[src/rtl/intr_arb_pkg.sv]
package intr_arb_pkg;
  typedef enum logic [1:0] {
    GR_FETCH = 2'b00,
    GR_INT   = 2'b01,
    GR_NMI   = 2'b10,
    GR_BUS   = 2'b11
  } grant_e;

  // Fixed priority: bus master, then edge-latched NMI, then enabled INT.
  function automatic grant_e pick_grant(input logic bus_act,
                                        input logic nmi_pend,
                                        input logic int_ok);
    if (bus_act)       return GR_BUS;
    else if (nmi_pend) return GR_NMI;
    else if (int_ok)   return GR_INT;
    else               return GR_FETCH;
  endfunction
endpackage

[src/rtl/iarb_nmi_catch.sv]
module iarb_nmi_catch (
  input  logic clk,
  input  logic rst,
  input  logic nmi_n_i,
  input  logic take_nmi_i,
  output logic pend_o,
  output logic fall_o
);
  logic nmi_n_q;
  logic pend_q;

  assign fall_o = nmi_n_q & ~nmi_n_i;
  assign pend_o = pend_q;

  always_ff @(posedge clk) begin
    if (rst) begin
      nmi_n_q <= 1'b1;
      pend_q  <= 1'b0;
    end else begin
      nmi_n_q <= nmi_n_i;
      pend_q  <= fall_o | (pend_q & ~take_nmi_i);
    end
  end

  AST_NMI_EDGE_SETS: assert property (@(posedge clk) disable iff (rst)
    fall_o |=> pend_q);
  AST_NMI_PEND_HOLDS: assert property (@(posedge clk) disable iff (rst)
    pend_q && !take_nmi_i |=> pend_q);
endmodule

[src/rtl/iarb_ief.sv]
module iarb_ief (
  input  logic clk,
  input  logic rst,
  input  logic set_i,
  input  logic clr_i,
  input  logic take_int_i,
  input  logic take_nmi_i,
  output logic ie_o
);
  logic ie_q;
  logic accept;

  assign accept = take_int_i | take_nmi_i;
  assign ie_o   = ie_q;

  always_ff @(posedge clk) begin
    if (rst)                  ie_q <= 1'b0;
    else if (accept || clr_i) ie_q <= 1'b0;
    else if (set_i)           ie_q <= 1'b1;
  end

  AST_ACCEPT_CLEARS_IE: assert property (@(posedge clk) disable iff (rst)
    accept |=> !ie_q);
  AST_INT_NEEDS_IE: assert property (@(posedge clk) disable iff (rst)
    take_int_i |-> ie_q);
endmodule

[src/rtl/iarb_select.sv]
module iarb_select
  import intr_arb_pkg::*;
#(
  parameter int                VEC_W   = 16,
  parameter logic [VEC_W-1:0]  NMI_VEC = 'h66
) (
  input  logic             clk,
  input  logic             rst,
  input  logic             boundary_i,
  input  logic             bus_act_i,
  input  logic             nmi_pend_i,
  input  logic             int_ok_i,
  output logic             take_bus_o,
  output logic             take_nmi_o,
  output logic             take_int_o,
  output grant_e           grant_o,
  output logic             vld_o,
  output logic [VEC_W-1:0] vec_o
);
  localparam logic [VEC_W-1:0] VEC_NONE = '0;

  grant_e pick;

  assign pick       = pick_grant(bus_act_i, nmi_pend_i, int_ok_i);
  assign take_bus_o = boundary_i && (pick == GR_BUS);
  assign take_nmi_o = boundary_i && (pick == GR_NMI);
  assign take_int_o = boundary_i && (pick == GR_INT);

  always_ff @(posedge clk) begin
    if (rst) begin
      grant_o <= GR_FETCH;
      vld_o   <= 1'b0;
      vec_o   <= VEC_NONE;
    end else begin
      grant_o <= boundary_i ? pick : GR_FETCH;
      vld_o   <= boundary_i;
      vec_o   <= take_nmi_o ? NMI_VEC : VEC_NONE;
    end
  end

  AST_ONE_TAKE: assert property (@(posedge clk) disable iff (rst)
    $onehot0({take_bus_o, take_nmi_o, take_int_o}));
  AST_GRANT_AT_BOUNDARY: assert property (@(posedge clk) disable iff (rst)
    vld_o |-> $past(boundary_i));
  AST_NMI_VECTOR: assert property (@(posedge clk) disable iff (rst)
    vld_o && grant_o == GR_NMI |-> vec_o == NMI_VEC);
  AST_BUS_FIRST: assert property (@(posedge clk) disable iff (rst)
    boundary_i && bus_act_i |=> vld_o && grant_o == GR_BUS);
endmodule

[src/rtl/iarb_ack.sv]
module iarb_ack
  import intr_arb_pkg::*;
(
  input  logic   clk,
  input  logic   rst,
  input  logic   vld_i,
  input  grant_e grant_i,
  output logic   m1_o,
  output logic   iorq_o
);
  always_ff @(posedge clk) begin
    if (rst) begin
      m1_o   <= 1'b0;
      iorq_o <= 1'b0;
    end else begin
      m1_o   <= vld_i && (grant_i != GR_BUS);
      iorq_o <= vld_i && (grant_i == GR_INT);
    end
  end

  AST_IORQ_ONLY_IN_M1: assert property (@(posedge clk) disable iff (rst)
    iorq_o |-> m1_o);
  AST_ACK_AFTER_INT: assert property (@(posedge clk) disable iff (rst)
    vld_i && grant_i == GR_INT |=> iorq_o && m1_o);
endmodule

[src/rtl/intr_arbiter.sv]
module intr_arbiter
  import intr_arb_pkg::*;
#(
  parameter int               VEC_W   = 16,
  parameter logic [VEC_W-1:0] NMI_VEC = 'h66
) (
  input  logic             clk,
  input  logic             rst,
  input  logic             instr_end_i,
  input  logic             wait_n_i,
  input  logic             busreq_n_i,
  input  logic             nmi_n_i,
  input  logic             int_n_i,
  input  logic             ie_set_i,
  input  logic             ie_clr_i,
  output logic [1:0]       grant_o,
  output logic             grant_vld_o,
  output logic [VEC_W-1:0] vec_o,
  output logic             m1_o,
  output logic             iorq_o
);
  // Named internal events, visible to the assertions.
  logic   boundary;
  logic   nmi_pend;
  logic   nmi_fall;
  logic   ie;
  logic   int_ok;
  logic   take_bus;
  logic   take_nmi;
  logic   take_int;
  grant_e grant_q;

  assign boundary = instr_end_i & wait_n_i;
  assign int_ok   = ie & ~int_n_i;
  assign grant_o  = grant_q;

  iarb_nmi_catch u_nmi (
    .clk(clk), .rst(rst), .nmi_n_i(nmi_n_i), .take_nmi_i(take_nmi),
    .pend_o(nmi_pend), .fall_o(nmi_fall)
  );

  iarb_ief u_ief (
    .clk(clk), .rst(rst), .set_i(ie_set_i), .clr_i(ie_clr_i),
    .take_int_i(take_int), .take_nmi_i(take_nmi), .ie_o(ie)
  );

  iarb_select #(.VEC_W(VEC_W), .NMI_VEC(NMI_VEC)) u_sel (
    .clk(clk), .rst(rst), .boundary_i(boundary), .bus_act_i(~busreq_n_i),
    .nmi_pend_i(nmi_pend), .int_ok_i(int_ok),
    .take_bus_o(take_bus), .take_nmi_o(take_nmi), .take_int_o(take_int),
    .grant_o(grant_q), .vld_o(grant_vld_o), .vec_o(vec_o)
  );

  iarb_ack u_ack (
    .clk(clk), .rst(rst), .vld_i(grant_vld_o), .grant_i(grant_q),
    .m1_o(m1_o), .iorq_o(iorq_o)
  );

  AST_WAIT_STALLS: assert property (@(posedge clk) disable iff (rst)
    !wait_n_i |=> !grant_vld_o);
  AST_NMI_UNMASKED: assert property (@(posedge clk) disable iff (rst)
    boundary && nmi_pend && busreq_n_i |=> grant_o == GR_NMI);
  AST_RESET_QUIET: assert property (@(posedge clk)
    rst |=> !grant_vld_o && !m1_o && !iorq_o);
endmodule

[config.mk]
export PLATFORM = sky130hd
export DESIGN_NAME = intr_arbiter
export DESIGN_NICKNAME = d
export VERILOG_FILES = /design/src/rtl/intr_arb_pkg.sv /design/src/rtl/iarb_nmi_catch.sv /design/src/rtl/iarb_ief.sv /design/src/rtl/iarb_select.sv /design/src/rtl/iarb_ack.sv /design/src/rtl/intr_arbiter.sv
export SDC_FILE = /design/constraint.sdc
export NUM_CORES = 1
export LEC_CHECK = 0
export ABC_AREA = 1
export CAP_MARGIN = 20
export CORE_MARGIN = 1.5
export CORE_UTILIZATION = 25
export CTS_CLUSTER_DIAMETER = 30
export DETAILED_ROUTE_END_ITERATION = 12
export DONT_BUFFER_PORTS = 1
export SLEW_MARGIN = 30
export SYNTH_ARGS = -nofsm -noshare
export SYNTH_HDL_FRONTEND = slang
export SYNTH_SLANG_ARGS = --single-unit
[constraint.sdc]
create_clock -name clk -period 1 [get_ports clk]
set_clock_uncertainty 0.05 [all_clocks]
set_input_delay 0.05 -clock clk [delete_from_list [all_inputs] [get_ports clk]]
set_output_delay 0.05 -clock clk [all_outputs]
set_load 0.1 [all_outputs]
-- After elaboration in Yosys (flattened, before gate mapping)
Index checks and enable logic that the tools add are counted.
- $mul: 0
- shift-type cells: 0
- reduce and logical (&&, ||, !) cells: 7
- equality and inequality tests: 4
- mux-type cells: 4
- bitwise gates (word level): 10
- div/mod/pow operators: 0
- $add $sub $neg: 0
- order comparisons: 0
- operators by type and width (cell ; count):
    2-to-1 mux 7 bit ; 1
    AND 1 bit ; 4
    equality test 2 x 1 -> 1 bit (second input constant) ; 2
    logical AND 1 bit ; 4
    2-to-1 mux 2 bit ; 2
    NOT 1 bit ; 4
    OR reduction 2 bit ; 2
    equality test 2 bit (second input constant) ; 1
    != test 2 bit (second input constant) ; 1
    bitwise OR 1 bit ; 2
    logical OR 1 bit ; 1
    2-to-1 mux 1 bit ; 1
- register bits: 24
- memory bits (read-only): 0
- output and inout port bits: 21
- memories kept: 0
- input port bits: 9
- latch bits: 0
- bits in writable memories: 0

-- Longest topological paths before layout
- word-level depth: 10
- gate-level depth with buffers: 5
- mapped depth without buffers: 5

-- By module
A second synthesis with hierarchy kept.
- cells, all modules: 66
- area, all modules: 474.2 sq um
- modules (own cells, without submodules) (module ; cells an instance ; instances ; area each (sq um) ; sequential area each (sq um)):
    iarb_select ; 36 ; 1 ; 267.8 ; 80.1
    iarb_nmi_catch ; 9 ; 1 ; 76.3 ; 40.0
    iarb_ack ; 10 ; 1 ; 70.1 ; 40.0
    iarb_ief ; 6 ; 1 ; 38.8 ; 20.0
    intr_arbiter ; 5 ; 1 ; 21.3 ; 0.0

-- Worst setup path before layout
OpenSTA, ideal clock, no wires.
- kind: flip-flop to output port
- start: reg u_sel.vec_o[5] (netlist name)
- end: out vec_o[2]
- cell stages (with the launch flop): 2
- arrival time: 1.392 ns
- path buffers: 1
- path slack: -0.492 ns
- path through: dfxtp_1 buf_4
- RTL lines (what ; RTL line ; RTL):
    end: declaration ; intr_arbiter.sv:18 ; output logic [VEC_W-1:0] vec_o,

==> key figures <==
Layout
  – Fin nets: 80
  – Area delta synth->final: 38.7%
  – Ant. Diodes: 0
  – Proportion of layout cells with a drive suffix above 1: 0.300

Global routing
  – GRT Total Usage: 0.0763
  – Gr ovfl total: 0
  – Initial antenna violation count: 0
  – Vias in the first global route: 256
  – First-pass GRT wire length: 986 µm
  – Largest net degree at the start of global routing: 6

Clock tree
  – Root buf cell: clkbuf_4
  – Reg clk slew, reported paths: 0.06 ns
  – H-tree level count: 1
  – Worst skew pair latency: 0.25 ns
  – CTS tree: built
  – Clock sinks: 9
  – Longest Clk Path Bufs: 2
  – Total CTS buffers: 3

Worst setup path
  – Delay of the slowest critical-path stage: 0.36 ns
  – Critical Path RT: 0.90 ns
  – Crit path from: u_sel.vec_o[5]
  – Critical path buffers and inverters: 1
  – Worst path slowest cell: dfxtp_4
  – Crit Reg-Reg Startpoint: u_nmi.pend_o
  – CP Cell Sequence: buf_16
  – CP Capture Type: output port
  – Setup Crit Path Kind: flop to output port
  – Largest delay share family, worst path: flip-flops
  – Critical path startpoint category: flop
  – Critical path arrival: 0.98 ns
  – Critical-path maximum fanout: 4

Floorplan
  – Die ar.: 2020 µm²
  – Die Wd: 44.9 µm
  – Die H: 44.9 µm
  – Row count: 14
  – Core Area: 1580 µm²
  – Initial Utilization: 0.279
  – Top-level I/O count: 30

Place
  – Post-DP HPWL: 525 µm
  – Pre-CTS setup slack: 0.178 ns
  – # port buffers: 0
  – RePlAce Congestion: 0.681

Job
  – Max Cap Viol: 0

Detailed routing
  – Post-DR wirelength/cell: 7.30 µm
  – DRT iter0 DRCs: 1
  – Vias: 329
  – DRT Pass-1 Iters: 4
  – Routed Antenna Nets: 0
  – DR DRC count: 0
  – Routed wire length: 628 µm
  – Drt via density: 3.83

Pwr
  – Leak: 0.000290 µW
  – Power per cell area: 1620 nW/µm²
  – Worst VDD drop: 482 µV

Worst hold path
  – Hold_sp: ie_set_i
  – Tightest Hold Check Type: input port to flop

Yosys
  – Synthesized flop and latch total: 9
  – Syn. warnings: 0
  – Seq/Total Area, Yosys: 0.410
  – Mapped cell area: 439 µm²
  – Synth cell types: 14
  – Post-Synthesis Cells: 57
  – Mapped Avg Cell Area: 7.70 µm²

Timing
  – Fin crit share: 1.08
  – Setup violations, final: 4
  – Min cycle time layout: 1.08 ns
  – Setup repair after global routing missed its margin: yes
  – Fmax: 922 MHz
  – Setup ws final: -0.0846 ns
  – Total Neg Setup Slack: -0.335 ns
  – Hold slack: 0.00588 ns
  – Final max-slew violation count: 0
  – Hold Violations, Final: 0

Status
  – Outcome: finished, violations left
  – Violated checks: setup timing
[layer usage]
layer	share of wire	vias up	track usage
li1	-	168	-
met1	0.45	132	0.0889
met2	0.36	25	0.0870
met3	0.14	4	0.0560
met4	0.040	0	0.0706
met5	0	-	0
[worst reg2reg max path: stages (launching register included)]
cell and delay [ns]:
dfxtp_1 0.35, nand2_1 0.09, inv_1 0.06, nand2_1 0.07, nand2_1 0.07, nor2_1 0.04
[through the flow]
| stage | area, µm² | cells | power [µW] | util |
|---|---|---|---|---|
| final | 609 | 86 | 986 | 0.387 |
| after global routing | 609 | 86 | 1040 | 0.387 |
| after CTS | 599 | 86 | 998 | 0.380 |
| after detailed placement | 495 | 75 | 693 | 0.314 |
| after global placement | 495 | 75 | 692 | 0.314 |
| after floorplan | 493 | 68 | 707 | - |
[sequential cells by signal, summed over array words and instances (netlist names)]
name / flops
u_sel.grant_o: 2
u_nmi.pend_o: 1
u_ack.m1_o: 1
u_ack.iorq_o: 1
u_nmi.nmi_n_q: 1
u_sel.vld_o: 1
u_sel.vec_o: 1
u_ief.ie_o: 1
[timing repair]
| item | CTS | global route |
|---|---|---|
| hold buffers | 7 | 0 |
| setup endpoints to repair | 4 | 7 |
| pin swaps | 0 | 0 |
| buffers inserted | 0 | 0 |
| gates cloned | 0 | 0 |
| gates resized for setup | 1 | 3 |
| hold endpoints to repair | 9 | 0 |
[layout by cell type (no fill, tap or decap)]
cell type / Yosys / final
buf_12: 0 / 3
nor3_1: 1 / 1
o21ai_0: 1 / 1
nor3b_2: 1 / 1
buf_6: 0 / 2
dlygate4sd3_1: 0 / 7
inv_1: 6 / 6
buf_16: 0 / 1
clkbuf_1: 0 / 1
nand2_2: 1 / 2
nor2_1: 6 / 6
a21oi_1: 2 / 2
conb_1: 1 / 12
nand3_1: 1 / 1
clkbuf_4: 0 / 3
nor2_2: 2 / 2
dfxtp_2: 0 / 4
dfxtp_1: 9 / 3
dfxtp_4: 0 / 2
inv_2: 1 / 1
nand2_1: 10 / 9
[final cells by class]
class                   count  area [µm²]
fillers                   162         967
flip-flops and latches      9         193
well taps                  16        20.0
multi-input cells          37         164
clock buffers               4        26.3
repair buffers             13         180
inverters                   7        26.3
[report_power, final]
part	total, µW	switching, µW	leakage, µW	internal (µW)
Clock	271	117	0.0000150	153
Sequential	380	10.1	0.0000771	370
Combinational	335	285	0.000198	50.1
Total	986	412	0.000290	573
[worst paths after layout]
kind	depth (start not counted)	slack, ns	to
max reg2reg	5	0.17	u_ief.ie_o
max	1	-0.08	vec_o[6]
min	4	0.006	u_ief.ie_o
min reg2reg	1	0.39	u_ack.m1_o
[synthesized netlist by cell type, drive strengths merged]
library cell	instances	area, µm²
a21oi	2	10.0
buf	15	113
conb	1	3.75
dfxtp	9	180
inv	7	26.3
nand2	11	43.8
nand3	1	5.00
nor2	8	35.0
nor3	1	5.00
nor3b	1	12.5
o21ai	1	5.00
[cells by family after synthesis]
logic type             Yosys count  share of synthesized area
AO/OA/AOI/OAI                    3                     0.0342
buffers and inverters           22                      0.316
flip-flops                       9                      0.410
other                            1                    0.00854
AND/OR/NAND/NOR                 22                      0.231
No activity file was read; power rests on OpenSTA's default activity.
